`src/rtl/bw_pkg.sv`:
```
package bw_pkg;
  localparam int unsigned DW = 16;
  localparam int unsigned AW = 8;
  localparam int unsigned HW = 8;
  localparam int unsigned VW = 9;
  localparam int unsigned LW = 9;

  // word indices (byte offset / 2)
  localparam logic [AW-1:0] IDX_POS_HI   = 8'h02;
  localparam logic [AW-1:0] IDX_POS_LO   = 8'h03;
  localparam logic [AW-1:0] IDX_WIN_BEG  = 8'h47;
  localparam logic [AW-1:0] IDX_WIN_END  = 8'h48;
  localparam logic [AW-1:0] IDX_FET_BEG  = 8'h49;
  localparam logic [AW-1:0] IDX_FET_END  = 8'h4A;

  typedef struct packed {
    logic [LW-1:0] h_beg;
    logic [LW-1:0] h_end;
    logic [LW-1:0] v_beg;
    logic [LW-1:0] v_end;
    logic [LW-1:0] f_beg;
    logic [LW-1:0] f_end;
  } win_lim_t;
endpackage

```
`src/rtl/bw_beam_counter.sv`:
```
module bw_beam_counter #(
  parameter int unsigned H_BASE  = 227,
  parameter int unsigned V_LINES = 262,
  parameter int unsigned HW      = 8,
  parameter int unsigned VW      = 9
) (
  input  logic          clk_i,
  input  logic          rst_ni,
  input  logic          step_i,
  output logic [HW-1:0] hpos_o,
  output logic [VW-1:0] vpos_o
);
  localparam logic [HW-1:0] H_LAST_EVEN = HW'(H_BASE - 1);
  localparam logic [VW-1:0] V_LAST      = VW'(V_LINES - 1);

  logic [HW-1:0] h_q;
  logic [VW-1:0] v_q;
  logic [HW-1:0] h_last;
  logic          line_end;
  logic          frame_end;

  // odd lines run one position longer
  assign h_last    = H_LAST_EVEN + HW'(v_q[0]);
  assign line_end  = (h_q == h_last);
  assign frame_end = (v_q == V_LAST);

  always_ff @(posedge clk_i or negedge rst_ni) begin
    if (!rst_ni) begin
      h_q <= '0;
      v_q <= '0;
    end else if (step_i) begin
      if (line_end) begin
        h_q <= '0;
        v_q <= frame_end ? '0 : v_q + 1'b1;
      end else begin
        h_q <= h_q + 1'b1;
      end
    end
  end

  assign hpos_o = h_q;
  assign vpos_o = v_q;
endmodule

```
`src/rtl/bw_window_regs.sv`:
```
module bw_window_regs
  import bw_pkg::*;
(
  input  logic          clk_i,
  input  logic          rst_ni,
  input  logic          wr_i,
  input  logic [AW-1:0] addr_i,
  input  logic [DW-1:0] wdata_i,
  output win_lim_t      lim_o
);
  win_lim_t lim_q;

  always_ff @(posedge clk_i or negedge rst_ni) begin
    if (!rst_ni) begin
      lim_q <= '0;
    end else if (wr_i) begin
      unique case (addr_i)
        IDX_WIN_BEG: begin
          lim_q.h_beg <= {1'b0, wdata_i[7:0]};
          lim_q.v_beg <= {1'b0, wdata_i[15:8]};
        end
        IDX_WIN_END: begin
          // ninth bits are implied: h always high, v from inverted msb
          lim_q.h_end <= {1'b1, wdata_i[7:0]};
          lim_q.v_end <= {~wdata_i[15], wdata_i[15:8]};
        end
        IDX_FET_BEG: lim_q.f_beg <= {wdata_i[7:2], 3'b000};
        IDX_FET_END: lim_q.f_end <= {wdata_i[7:2], 3'b000};
        default: ;
      endcase
    end
  end

  assign lim_o = lim_q;
endmodule

```
`src/rtl/bw_window_cmp.sv`:
```
module bw_window_cmp
  import bw_pkg::*;
#(
  parameter int unsigned FETCH_SH = 1
) (
  input  logic [HW-1:0] hpos_i,
  input  logic [VW-1:0] vpos_i,
  input  win_lim_t      lim_i,
  output logic          disp_o,
  output logic          fetch_o
);
  logic [LW-1:0] h_ext;
  logic [LW-1:0] h_fetch;
  logic          in_h;
  logic          in_v;

  assign h_ext = LW'(hpos_i);

  generate
    if (FETCH_SH == 0) begin : g_fetch_direct
      assign h_fetch = h_ext;
    end else begin : g_fetch_scaled
      assign h_fetch = LW'({hpos_i, {FETCH_SH{1'b0}}});
    end
  endgenerate

  assign in_h    = (h_ext >= lim_i.h_beg) && (h_ext < lim_i.h_end);
  assign in_v    = (LW'(vpos_i) >= lim_i.v_beg) && (LW'(vpos_i) < lim_i.v_end);
  assign disp_o  = in_h && in_v;
  assign fetch_o = (h_fetch >= lim_i.f_beg) && (h_fetch <= lim_i.f_end);
endmodule

```
`src/rtl/bw_read_port.sv`:
```
module bw_read_port
  import bw_pkg::*;
(
  input  logic          clk_i,
  input  logic          rst_ni,
  input  logic          rd_i,
  input  logic [AW-1:0] addr_i,
  input  logic [HW-1:0] hpos_i,
  input  logic [VW-1:0] vpos_i,
  output logic [DW-1:0] rdata_o
);
  logic [DW-1:0] rdata_q;
  logic [DW-1:0] rsel;

  always_comb begin
    rsel = '0;
    unique case (addr_i)
      IDX_POS_HI: rsel = DW'(vpos_i >> 8);
      IDX_POS_LO: rsel = {hpos_i, vpos_i[7:0]};
      default:    rsel = '0;
    endcase
  end

  always_ff @(posedge clk_i or negedge rst_ni) begin
    if (!rst_ni) rdata_q <= '0;
    else         rdata_q <= rd_i ? rsel : '0;
  end

  assign rdata_o = rdata_q;
endmodule

```
`src/rtl/beam_window_unit.sv`:
```
module beam_window_unit
  import bw_pkg::*;
#(
  parameter int unsigned H_BASE  = 227,
  parameter int unsigned V_LINES = 262
) (
  input  logic          clk_i,
  input  logic          rst_ni,
  input  logic          step_i,
  input  logic [7:0]    addr_i,
  input  logic          rd_i,
  input  logic          wr_i,
  input  logic [15:0]   wdata_i,
  output logic [15:0]   rdata_o,
  output logic          disp_win_o,
  output logic          fetch_win_o
);
  logic [HW-1:0] hpos;
  logic [VW-1:0] vpos;
  win_lim_t      lim;

  bw_beam_counter #(
    .H_BASE (H_BASE),
    .V_LINES(V_LINES),
    .HW     (HW),
    .VW     (VW)
  ) u_beam (
    .clk_i (clk_i),
    .rst_ni(rst_ni),
    .step_i(step_i),
    .hpos_o(hpos),
    .vpos_o(vpos)
  );

  bw_window_regs u_regs (
    .clk_i  (clk_i),
    .rst_ni (rst_ni),
    .wr_i   (wr_i),
    .addr_i (addr_i),
    .wdata_i(wdata_i),
    .lim_o  (lim)
  );

  bw_window_cmp #(.FETCH_SH(1)) u_cmp (
    .hpos_i (hpos),
    .vpos_i (vpos),
    .lim_i  (lim),
    .disp_o (disp_win_o),
    .fetch_o(fetch_win_o)
  );

  bw_read_port u_rd (
    .clk_i  (clk_i),
    .rst_ni (rst_ni),
    .rd_i   (rd_i),
    .addr_i (addr_i),
    .hpos_i (hpos),
    .vpos_i (vpos),
    .rdata_o(rdata_o)
  );
endmodule

```
`config.mk`:
```
export PLATFORM = sky130hd
export DESIGN_NAME = beam_window_unit
export DESIGN_NICKNAME = d
export VERILOG_FILES = /design/src/rtl/bw_pkg.sv /design/src/rtl/bw_beam_counter.sv /design/src/rtl/bw_window_regs.sv /design/src/rtl/bw_window_cmp.sv /design/src/rtl/bw_read_port.sv /design/src/rtl/beam_window_unit.sv
export SDC_FILE = /design/constraint.sdc
export NUM_CORES = 1
export LEC_CHECK = 0
export CAP_MARGIN = 5
export CORE_AREA = 3 3 138 127
export CTS_BUF_LIST = sky130_fd_sc_hd__clkbuf_2 sky130_fd_sc_hd__clkbuf_4 sky130_fd_sc_hd__clkbuf_8
export DETAILED_ROUTE_END_ITERATION = 7
export DIE_AREA = 0 0 141 130
export PLACE_DENSITY = 0.43
export SKIP_CTS_REPAIR_TIMING = 1
export SYNTH_ARGS = -nofsm -noshare
export SYNTH_HDL_FRONTEND = slang
export SYNTH_SLANG_ARGS = --single-unit
```
`constraint.sdc`:
```
create_clock -name clk_i -period 2.1 [get_ports clk_i]
set_input_delay 0.42 -clock clk_i [delete_from_list [all_inputs] [get_ports clk_i]]
set_output_delay 0.42 -clock clk_i [all_outputs]
set_load 0.05 [all_outputs]
```
Word-level counts from Yosys, hierarchy flattened:

Index checks and enable logic that the tools add are counted.

* register bits: 79
* output and inout bits: 18
* memories kept: 0
* memory bits (read-only): 0
* memory bits (writable): 0
* bits in latches: 0

* reduce and logical (&&, ||, !) cells: 9
* multipliers: 0
* add/sub/neg operators: 3
* multiplexer cells: 4
* bitwise logic cells: 1
* $lt $le $gt $ge: 6
* shift-type cells: 0
* divide/modulo/power cells: 0
* eq/ne operators: 8

Operators with widths (number)
* 8-bit by 7-bit == test with 1-bit output, second input constant: 4
* 16-bit case mux with 2 select lines: 1
* 8-bit by 2-bit == test with 1-bit output, second input constant: 2
* 16-bit 2-to-1 mux: 1
* 2-bit AND reduction: 5
* 9-bit by 1-bit adder with 9-bit output, second input constant: 1
* 9-bit == test, second input constant: 1
* 9-bit by 8-bit >= comparator with 1-bit output: 1
* 9-bit >= comparator: 1
* 9-bit less-or-equal comparator: 1
* 8-bit by 9-bit less-than comparator with 1-bit output: 1
* 9-bit less-than comparator: 1
* 9-bit 2-to-1 mux: 1
* 8-bit by 1-bit adder with 8-bit output, second input constant: 1
* 8-bit == test: 1
* 8-bit >= comparator: 1
* 8-bit 2-to-1 mux: 1
* 6-bit by 2-bit adder with 7-bit output, first input constant: 1
* 1-bit logical AND: 4
* 1-bit inverter: 1

Logic depth before layout (Yosys ltp):

Gate-level depths: netlist (run 1).

* depth after elaboration: 3
* depth in mapped cells: 8

Cells and area by module:

A second synthesis (run 1) with hierarchy kept.

* cells, all modules: 433
* area, all modules: 4665.7 um2

By module, submodules not included
* bw_window_regs: area an instance 1850.5 um2, cells each 114, sequential area each 1151.1 um2, times used 1
* bw_window_cmp: area an instance 1187.4 um2, cells each 165, sequential area each 0.0 um2, times used 1
* bw_beam_counter: area an instance 929.6 um2, cells each 96, sequential area each 425.4 um2, times used 1
* bw_read_port: area an instance 698.2 um2, cells each 58, sequential area each 400.4 um2, times used 1

Worst setup path before layout (run 1):

Ideal clock, no wire load.

* kind: reg2out
* start: register u_beam.v_q[0] (netlist: u_beam.vpos_o[0])
* end: output port disp_win_o
* buffers on the path: 1
* cell stages (with the launch flop): 9
* setup slack: -0.911 ns
* arrival time: 2.591 ns
* cells stage by stage: dfrtp_1 > clkbuf_1 > inv_1 > ha_1 > nand2b_1 > a2111oi_0 > nor3b_1 > o2111ai_1 > a211oi_1

* longest elaborated chain between the ends: 3
* elaborated cells between the ends (all ways): 4
* classes of those cells: order compare: 2; reduce/logical: 2

Ends and longest elaborated chain
* from (decl): RTL line bw_beam_counter.sv:17 `logic [VW-1:0] v_q;`
* from (signal assigned): RTL line bw_beam_counter.sv:34 `v_q <= frame_end ? '0 : v_q + 1'b1;`
* 9-bit by 8-bit >= comparator with 1-bit output / 9-bit less-than comparator (equally long branches): RTL line bw_window_cmp.sv:28 `assign in_v = (LW'(vpos_i) >= lim_i.v_beg) && (LW'(vpos_i) < lim_i.v_end);`
* 1-bit logical AND *: RTL line bw_window_cmp.sv:28
* 1-bit logical AND *: RTL line bw_window_cmp.sv:29 `assign disp_o = in_h && in_v;`
* to (decl): RTL line beam_window_unit.sv:15 `output logic disp_win_o,`

Every way passes the cells marked *; elsewhere a longest branch is shown, timed or not.

Worst setup path in the final report (run 1):

* start: register u_beam.h_q[6] (netlist: u_beam.hpos_o[6])
* end: output port disp_win_o

* longest elaborated chain between the ends: 3
* elaborated cells between the ends (all ways): 4
* classes of those cells: order compare: 2; reduce/logical: 2

Ends and longest elaborated chain
* from (decl): RTL line bw_beam_counter.sv:16 `logic [HW-1:0] h_q;`
* from (signal assigned): RTL line bw_beam_counter.sv:36 `h_q <= h_q + 1'b1;`
* 8-bit by 9-bit less-than comparator with 1-bit output / 8-bit >= comparator (equally long branches): RTL line bw_window_cmp.sv:27 `assign in_h = (h_ext >= lim_i.h_beg) && (h_ext < lim_i.h_end);`
* 1-bit logical AND *: RTL line bw_window_cmp.sv:27
* 1-bit logical AND *: RTL line bw_window_cmp.sv:29

Marks and branches as above.

==> results.md, run 1 <==
- The synthesized netlist contains 48 unique library cells.
- The most area-hungry cell type in the Yosys netlist is dfrtp_1.
- The global-route usage over all layers is 0.123.
- The achievable clock frequency is just under 400 MHz.
- The post-route minimum period is approximately 2.6 ns.
- Counting the buffers created by CTS gives 9.
- The highest net fanout along the worst path is 4.
- In this run, the number of DRC markers left after iteration 0 of detailed routing was 118.
- The worst-case clock buffer depth is 2.
- Headroom to the max-slew limit came out at 0.618.
- The tool flagged a number of max-cap violations equal to 0.
- The H-tree was split into 3 levels.
- The clock transition at the registers of the reported paths is 0.08 ns.
- The portion of synthesized cell area occupied by the leading cell type is 0.472.
- The post-placement cell count is 710.
- The number of setup violations in the final report is 2.
- The global-route wire length before repair is around 17,000 um.
- The number of cell rows is 44.
- The worst flop-to-flop path endpoint is u_beam.vpos_o[1].
- The analysis attributes to cell leakage a power of 0.00271 uW.
- The post-route worst hold slack is 0.0435 ns.
- The source of the critical timing path is u_beam.hpos_o[6].
- The checks that failed: setup timing.
- The placed instances occupy a cell area of 5350 sq um.
- The CTS root buffer is clkbuf_8.
- The data required time at the worst endpoint is 1.68 ns.
- The class of the worst hold path is in2async.
- The setup TNS is -0.887 ns.
- The mapped netlist covers 4180 sq um.
- The minimum setup slack after placement is -0.282 ns.
- The TritonCTS clock tree is yes.
- The share of the Yosys chip area taken by registers is 0.472.
- The repair_antennas step left the layout with diodes totalling 0.
- Excluding fillers, the count of instances in the completed layout stands at 731.
- At the end of routability-driven placement, the weighted congestion stood at between 0.7 and 0.8.
- At the pin with the least slew margin, the transition time is roughly 0.57 ns.
- The clock drives 79 sinks.
- The worst setup skew after layout is 0.0117 ns.
- For this run, design rule violations remaining after detail routing come to 0.
- The global route total overflow is 0.
- The via count of the first global-routing pass is ~3,300.
- The worst setup path is captured at a primary output.
- The mean cell area of the mapped netlist is 10.2 sq um.
- After technology mapping, the gate count stands at about 400.
- The average vias per placed instance is 4.42.
- Setup repair after global routing could not meet its margin everywhere.
- The fraction of layout cells with a size suffix above 1 is 0.273.
- The worst-skew pair later-pin latency is 0.37 ns.
- The number of nets with antenna violations after detailed routing is 0.
- Once detailed placement completed, the half-perimeter wirelength came to 8030 um.
- The number of top-level design ports is 47.
- The launch point of the worst reg-to-reg path is u_beam.hpos_o[3].
- The core region is about 16,000 sq um.
- The total non-filler cell area in the finished layout is 5850 sq um.
- The run finished, with violations left.
- Counting cells, the worst reg-to-reg path comes to 6.
- VDD sags by at most 357 uV.
- Dividing the detail-routed wire length by the instance count gives between 10 and 15 um.
- The count of buffers inserted at the top-level ports is 46.
- Dividing the final minimum period by the clock period gives 1.23.
- The area growth from synthesis to layout is 39.8%.
- The Yosys step of the flow raised 0 warnings.
- The count of final max-slew check failures is 0.
- The worst setup path is launched from a flop.
- The net count of the mapped netlist is 488.
- The setup check on the worst reg-to-reg path leaves a slack of roughly 0.1 ns.
- For this run, asynchronously set or reset flops after synthesis account for 1.00.
- In this run, synthesis inferred 0 flip-flops with an integrated enable.
- For this configuration, the core starts out at a cell density of 0.259.
- The power density normalized to cell area is about 680 nW/um^2.
- For this run, the leading register cell type out of synthesis is dfrtp_1.
- For this run, the detailed router's first-pass iteration total came to 4.
- The floorplan step defined a die boundary enclosing 18,300 sq um.
- In the post-route analysis, the smallest setup slack over all paths is -0.479 ns.
- Data arrives at the worst endpoint at 2.16 ns.
- The count of final hold-check violations is 0.
- The via total after detailed routing is 3,231.
- Counting flops and latches in the post-synthesis netlist gives 79.
- For this block, the routed nets add up to ~11,000 um of wire.
- In this run the horizontal extent of the chip is roughly 140 um.
- By area the synthesized netlist is led by dfrtp_1, ha_1, mux2_2, o21ai_0, inv_1.
- The number of antenna violations at the first check in global routing is 0.
- After the last flow step, the layout net total stands at slightly below 600.
- Entering global routing, the biggest net connects 41 pins.
- The setup path with the least slack is of type reg2out.
- The die extent in y is 130 um.
## worst max path at each step
stage / endpoint / slack (ns) / depth (start not counted)
2_1_floorplan: disp_win_o / -0.18 / 8
3_3_place_gp: disp_win_o / -0.23 / 9
3_5_place_dp: disp_win_o / -0.28 / 7
4_1_cts: disp_win_o / -0.71 / 7
5_1_grt: disp_win_o / -0.58 / 7
6_report: disp_win_o / -0.48 / 6
## metrics by stage
step | power [uW] | utilization
after floorplan | 2230 | -
after global placement | 2700 | 0.332
after detailed placement | 2720 | 0.332
after CTS | 3970 | 0.345
after global routing | 4280 | 0.363
final | 4000 | 0.363
## power by group
part,switching (uW),total (uW),internal [uW]
clock,558,1210,656
sequential,84.4,1710,1630
combinational,555,1070,519
total,1200,4000,2800
## cells in the mapped netlist (2+ instances only)
cell type  count
a2111oi_0      2
mux2_2        20
mux2i_1        2
a21oi_1       13
nor2_1        20
dfrtp_1       79
nand4_1        7
nand2_1       40
nand3_1        7
inv_1         47
clkbuf_1       7
ha_1          47
o22ai_1        2
o21ai_1        5
and2_1        12
buf_2          2
a21o_1         3
and3_1         3
xnor2_1        4
nor2b_1        5
nor3b_1        2
xor2_1         2
nor3_1        11
a211oi_1       3
or4b_1         2
nand2b_1       5
o21ai_0       39
## state kept, by name, summed over array words and instances, names as in the netlist
name and flops:
u_regs.lim_o 46, u_rd.rdata_o 16, u_beam.vpos_o 9, u_beam.hpos_o 8
## kinds of logic after synthesis
group,share of synthesized area
buffers and inverters,0.0535
multiplexers,0.0586
AND/OR/NAND/NOR,0.154
AO/OA/AOI/OAI,0.108
adder cells (fa/ha/maj),0.141
XOR/XNOR,0.0126
flip-flops,0.472
## critical path, cell delays in order (launching register included)
cell and delay [ns]:
dfrtp_2 0.45, ha_1 0.32, and4b_1 0.20, nor3_2 0.18, o211ai_1 0.19, a211oi_4 0.25
buf_6 0.19
## layout make-up
| class | instances | area (sq um) |
|---|---|---|
| tap | 207 | 259 |
| timing repair buffer | 106 | 960 |
| fill | 1647 | 10300 |
| sequential | 79 | 1980 |
| multi-input combinational | 276 | 2260 |
| clock buffer | 13 | 173 |
| inverter | 47 | 176 |
| clock inverter | 3 | 40.0 |
## layer usage
| metal | part of all wire | global-route usage | vias to the layer above |
|---|---|---|---|
| li1 | - | - | 1624 |
| met1 | 0.52 | 0.175 | 1558 |
| met2 | 0.44 | 0.184 | 39 |
| met3 | 0.030 | 0.0322 | 10 |
| met4 | 0.016 | 0.0410 | 0 |
| met5 | 0 | 0 | - |
## cell usage in the layout, fill, tap and decap left out, types with 4 or more instances in the layout
master           count
nor3_1               9
nand3_1              7
inv_1               44
dfrtp_2              6
buf_4               55
buf_6                5
nor2b_1              5
xnor2_1              4
ha_4                10
o21ai_1              9
nor2_1              20
clkdlybuf4s50_1     43
nand4_1              7
and2_1              11
mux2_2              20
nand2_1             39
a21oi_1             10
clkbuf_8            12
dfrtp_1             73
o21ai_0             34
ha_1                36
Power figures use the tool's default switching activity.
==> inputs of run 2 (changes only) <==
--- a/config.mk
+++ b/config.mk
@@ -11,6 +11,7 @@
 export DETAILED_ROUTE_END_ITERATION = 7
 export DIE_AREA = 0 0 141 130
 export PLACE_DENSITY = 0.43
+export REMOVE_ABC_BUFFERS = 1
 export SKIP_CTS_REPAIR_TIMING = 1
 export SYNTH_ARGS = -nofsm -noshare
 export SYNTH_HDL_FRONTEND = slang
==> results.md, run 2 (synthesized netlist as in run 1, its figures left out) <==
- The via total after detailed routing is 3,239.
- The power density normalized to cell area is 726 nW/um^2.
- The die extent in y is 130 um.
- The TritonCTS clock tree is yes.
- The number of setup violations in the final report is 3.
- Leaving out fill and tap cells, the most frequent cells in the layout are dfrtp_1, buf_4, inv_1.
- Setup repair after global routing could not meet its margin everywhere.
- The switching power share of the total is 0.293.
- The data required time at the worst endpoint is 1.68 ns.
- The first-pass iteration count of the detailed router is 4.
- The share of total power dissipated in sequential elements is 0.396.
- The die is 141 um wide.
- The post-detailed-routing wire length is between 10,000 and 15,000 um.
- The total of max-cap violations is 0.
- The global route total overflow is 0.
- The standard cell with the maximum stage delay on the critical path is dfrtp_1.
- After detailed placement, the total cell area comes to around 5300 sq um.
- between 40 and 50 I/O pins were placed.
- The via count of the first global-routing pass is 3,271.
- Dividing the final minimum period by the clock period gives 1.24.
- The number of nets with antenna violations after detailed routing is 0.
- The HPWL after detailed placement is 8050 um.
- The achievable clock frequency is 382 MHz.
- The first global-routing pass estimated 17,500 um of wire.
- Data on the critical path arrives at its endpoint at 2.19 ns.
- The critical path goes through ha_1 -> nand2b_4 -> a2111oi_4 -> nor3b_2 -> o2111ai_2 -> a211oi_2 -> buf_4 -> buf_12.
- In this run, placement finished with an instance count of approximately 710.
- The number of clock buffers added by TritonCTS is 9.
- After the first detailed-routing iteration, the DRC count stood at 184.
- Total power for the finished layout comes to about 4300 uW.
- For the worst-skew pair, the clock arrives at the later sink with an insertion delay of 0.38 ns.
- The number of cell rows is 44.
- The worst-case clock buffer depth is 2.
- The H-tree was split into 3 levels.
- The net switching component of the power is 1270 uW.
- The final weighted congestion of routability-driven global placement is 0.830.
- The count of buffers inserted at the top-level ports is 46.
- The number of antenna violations at the first check in global routing is 0.
- The detailed-route wire length per cell is approximately 15 um.
- The total leakage power is about 0.0027 uW.
- Counting I/O delays and the setup requirement, the final critical path takes 2.61 ns.
- The number of antenna diodes is 0.
- The pin count of the biggest net entering global routing is 39.
- After detailed routing, the number of remaining DRC violations is 0.
- The die outline area is 18,300 sq um.
- The count of final hold-check violations came to 0.
- The library cell used most frequently in the layout, excluding fill and tap cells, is dfrtp_1.
- Of the total power, combinational logic draws 0.276.
- The region available for standard cell placement spans 16,100 sq um.
- The worst setup skew after layout is 0.00533 ns.
- The checks that failed: setup timing.
- The share of the core filled with cells is 0.369.
- Of the cells placed in the final design, the portion with a size suffix greater than 1 is 0.278.
- Using the TritonRoute via totals, the vias-per-cell ratio works out to 4.40.
- The worst-margin pin slew is 0.518 ns.
- The CTS root buffer is clkbuf_8.
- Clock-pin slew was measured on the worst setup and hold paths at around 0.080 ns.
- Headroom to the max-slew limit came out at 0.654.
- The internal power summed over all cells is 3060 uW.
- The global-route usage over all layers is 0.124.
- Once layout is done, the placed cells without fillers occupy slightly below 6000 sq um.
- The initial standard-cell utilization of the core is 0.259.
- The path class of the tightest hold or removal check is in2async.
- The run finished, with violations left.
- The net count of the finished layout is 600.
- The startpoint-to-endpoint class of the critical path is reg2out.
- The count of final max-slew check failures was 0.
- The register with the most flip-flops in the layout has 46 of them.
- The peak supply drop is between 400 and 500 uV.
- The final critical-path setup slack is -0.514 ns.
- Of all nets on the critical path, the largest fanout is 2.
- STA classifies the critical path endpoint as a primary output.
- The worst setup path is launched from a flop.
- The clock network fraction of total power is 0.328.
- The number of standard cells in the final layout excluding fillers is 736.
- The number of clock sinks seen by CTS is 79.
- The area added between synthesis and finish is 42.3%.
- The delay of the slowest cell on the worst path is 0.40 ns.
==> run 2: cell type report <==
class | instances | area [sq um]
Timing Repair Buffer | 111 | 1040
Sequential cell | 79 | 1980
Clock buffer | 10 | 138
Multi-Input combinational cell | 276 | 2250
Fill cell | 1617 | 10200
Tap cell | 207 | 259
Inverter | 47 | 179
Clock inverter | 6 | 108
==> run 2: power by group through the flow <==
stage	Sequential (uW)	Clock [uW]	Combinational, uW
finish	1710	1420	1190
global route	1730	1530	1310
CTS	1700	1480	1020
detailed placement	1730	0	1010
global placement	1730	0	1010
floorplan	1740	0	448
==> run 2: path summary, 6_finish.rpt <==
path / start / endpoint / slack [ns] / depth (start not counted)
min in group clk_i: u_regs.lim_o[30] / u_regs.lim_o[30] / 0.51 / 1
worst max-delay path: u_regs.lim_o[27] / disp_win_o / -0.51 / 8
max in group asynchronous: rst_ni / u_beam.hpos_o[7] / 1.46 / 2
worst min register to register: u_regs.lim_o[30] / u_regs.lim_o[30] / 0.51 / 1
worst min-delay path: rst_ni / u_regs.lim_o[46] / 0.01 / 1
worst max register to register: u_beam.hpos_o[4] / u_beam.vpos_o[1] / -0.06 / 8
==> run 2: stage by stage <==
stage               setup slack [ns]  hold slack, ns  setup TNS (ns)
floorplan                     -0.787           0.124          -11.44
global placement              -0.235           0.436           -2.80
detailed placement            -0.260           0.439           -2.97
CTS                           -0.698          0.0176           -2.11
global route                  -0.621          0.0541           -1.19
finish                        -0.514          0.0115          -0.995
==> run 2: per-layer routing <==
layer | global-route usage | vias to the layer above | routed length [um] | part of all wire
met1 | 0.177 | 1541 | 5570 | 0.51
met2 | 0.185 | 53 | 4840 | 0.44
met3 | 0.0205 | 12 | 354 | 0.032
li1 | - | 1633 | - | -
met4 | 0.0598 | 0 | 233 | 0.021
met5 | 0 | - | 0 | 0
==> run 2: critical path, delay by kind of cell (launching register included) <==
family                     cells  cell delay, ns
AOI/OAI and AO/OA              3            0.59
adders and majority gates      1            0.30
buffers and inverters          2            0.30
DFF                            1            0.40
and+or+nand+nor                2            0.24
==> inputs of run 3 (changes only) <==
--- a/config.mk
+++ b/config.mk
@@ -10,8 +10,10 @@
 export CTS_BUF_LIST = sky130_fd_sc_hd__clkbuf_2 sky130_fd_sc_hd__clkbuf_4 sky130_fd_sc_hd__clkbuf_8
 export DETAILED_ROUTE_END_ITERATION = 7
 export DIE_AREA = 0 0 141 130
+export MAX_ROUTING_LAYER = met4
 export PLACE_DENSITY = 0.43
 export REMOVE_ABC_BUFFERS = 1
+export SETUP_SLACK_MARGIN = 0.02
 export SKIP_CTS_REPAIR_TIMING = 1
 export SYNTH_ARGS = -nofsm -noshare
 export SYNTH_HDL_FRONTEND = slang
==> results.md, run 3 (synthesized netlist as in run 1, its figures left out) <==
- The run finished, with violations left.
- The final reports fail on setup timing.
- The net count of the finished layout is 602.
- Dividing the detail-routed wire length by the instance count gives roughly 15 um.
- The setup TNS is -0.979 ns.
- In the global route stage, met1 resource usage came out at 0.178.
- Among all stages on the critical path, the largest delay is contributed by dfrtp_1.
- In the finished design, the share of the clock period the worst path needs comes to 1.25.
- The area added between synthesis and finish is 43.1%.
- The die outline area is 18,300 sq um.
- The library cell used most frequently in the layout, excluding fill and tap cells, is dfrtp_1.
- The floorplan step set the die width to 141 um.
- The worst path in the final design needs a cycle of 2.61 ns, including I/O delays and setup.
- Walking the worst path, the cells encountered are ha_1 -> nand2b_4 -> a2111oi_4 -> nor3b_2 -> o2111ai_2 -> a211oi_2 -> buf_4 -> buf_12.
- The H-tree depth reported by CTS is 3.
- Entering global routing, the biggest net connects 39 pins.
- The via count of the first global-routing pass is 3,277.
- The count of final max-slew check failures is 0.
- The fraction of layout cells with a size suffix above 1 is 0.288.
- The completed layout was analyzed and its total power is approximately 4300 uW.
- The routed design has 11,000 um of wire.
- Headroom to the max-slew limit came out at 0.654.
- On the worst path, the slowest cell contributes a delay of 0.40 ns.
- In this run the clock root is driven by a clkbuf_8.
- The achievable clock frequency is 382 MHz.
- The post-route worst hold slack is between 0.01 and 0.015 ns.
- The startpoint-to-endpoint class of the critical path is reg2out.
- The via total after detailed routing is 3,241.
- The first global-routing pass estimated 17,500 um of wire.
- In this run the worst path has a maximum fanout of 2.
- The number of clock sinks seen by CTS is 79.
- For met3 alone, demand over resource in global routing was 0.0198.
- Setup repair after global routing could not meet its margin everywhere.
- The CTS buffer count is 9.
- The count of final hold-check violations is 0.
- Pin placement for this block handled 47 I/O pins.
- The library cells used most frequently in the layout, excluding fill and tap cells, are dfrtp_1, buf_4, inv_1.
- From bottom edge to top edge, the die measures roughly 130 um.
- The min-delay analysis places its worst path in the category in2async.
- The global-route layer with the greatest usage is met2.
- The TritonCTS clock tree is yes.
- Using the TritonRoute via totals, the vias-per-cell ratio works out to 4.39.
- The worst-margin pin slew is just over 0.5 ns.
- The data arrival time at the worst-slack endpoint is 2.19 ns.
- For this run, design rule violations remaining after detail routing come to 0.
- After global routing the overflow that remains totals 0.
- The clock reaches the later pin of the worst-skew pair after 0.37 ns.
- The startpoint type of the worst setup path is a flop.
- The total leakage power is 0.00276 uW.
- The cell area after placement is roughly 5300 sq um.
- The element type at the critical path end is a primary output.
- Setup violations remaining at the end of the flow were counted as 3.
- The final critical-path setup slack is -0.515 ns.
- The floorplan has 44 rows.
- The number of nets with antenna violations after detailed routing is 0.
- Clock-pin slew was measured on the worst setup and hold paths at 0.08 ns.
- For this design the ratio of total power to cell area is between 700 and 800 nW/um^2.
- No sink is reached through more buffers than the 2 on the longest clock path.
- The tool flagged a number of max-cap violations equal to 0.
- The HPWL after detailed placement is 8050 um.
- On the final layout, the worst clock skew is just over 0.006 ns.
- 0 antenna diodes ended up in the layout.
- The global-route usage over all layers is 0.128.
- The register with the most flip-flops in the layout has 46 of them.
- The number of antenna violations at the first check in global routing is 0.
- The first detailed-routing pass ran for 4 iterations.
- In this run the standard cell core region covers 16,100 sq um.
- Data on the critical path is required at its endpoint by 1.68 ns.
- The detailed router's first-iteration violation count is 250.
- Port buffering added 46 buffers.
- IR analysis of the VDD net gives a maximum drop of 477 uV.
- The fraction of met2 tracks used by global routing is 0.184.
- The finished cells cover 5990 sq um.
- Routability-driven placement finished with a final weighted congestion of 0.842.
- The initial standard-cell utilization of the core is 0.259.
==> run 3: cell types whose count changed in the layout (fill, tap and decap cells not counted) <==
cell,previous run,this run
o21ai_0,33,32
buf_4,54,55
o21ai_1,10,7
o21ai_2,1,5
buf_6,9,10
==> run 3: layer usage <==
metal,vias up,share of wire
met1,1529,0.50
met5,-,0
met3,12,0.037
li1,1642,-
met2,58,0.44
met4,0,0.021
==> run 3: worst paths after layout <==
| kind | startpoint | to | slack [ns] | depth (start not counted) |
|---|---|---|---|---|
| min in group clk_i | u_regs.lim_o[30] | u_regs.lim_o[30] | 0.51 | 1 |
| worst max-delay path | u_regs.lim_o[27] | disp_win_o | -0.51 | 8 |
| worst max register to register | u_beam.hpos_o[4] | u_beam.vpos_o[1] | -0.05 | 8 |
| max in group asynchronous | rst_ni | u_beam.hpos_o[7] | 1.46 | 2 |
| worst min register to register | u_regs.lim_o[30] | u_regs.lim_o[30] | 0.51 | 1 |
| worst min-delay path | rst_ni | u_regs.lim_o[33] | 0.01 | 1 |
==> run 3: critical path: cells and delay by family (launching register included) <==
kind,cells,cell delay [ns]
AO/OA/AOI/OAI,3,0.59
AND/OR/NAND/NOR,2,0.24
flip-flops,1,0.40
buffers and inverters,2,0.30
adder cells (fa/ha/maj),1,0.30
==> run 3: layout make-up <==
class / count / area, sq um
Fill cell: 1613 / 10100
Multi-Input combinational cell: 276 / 2270
Sequential cell: 79 / 1980
Timing Repair Buffer: 113 / 1060
Tap cell: 207 / 259
Inverter: 47 / 179
Clock buffer: 10 / 138
Clock inverter: 6 / 108
==> run 3: stage by stage <==
| stage | util | cells | setup slack, ns |
|---|---|---|---|
| after floorplan | - | 402 | -0.787 |
| after global placement | 0.331 | 713 | -0.235 |
| after detailed placement | 0.331 | 713 | -0.260 |
| after CTS | 0.346 | 729 | -0.698 |
| after global routing | 0.371 | 738 | -0.620 |
| final | 0.371 | 738 | -0.515 |
==> run 3: power by group <==
group          total (uW)  internal [uW]  switching (uW)
registers            1710           1630            85.9
logic                1190            611             579
clock network        1420            818             598
total                4320           3060            1260
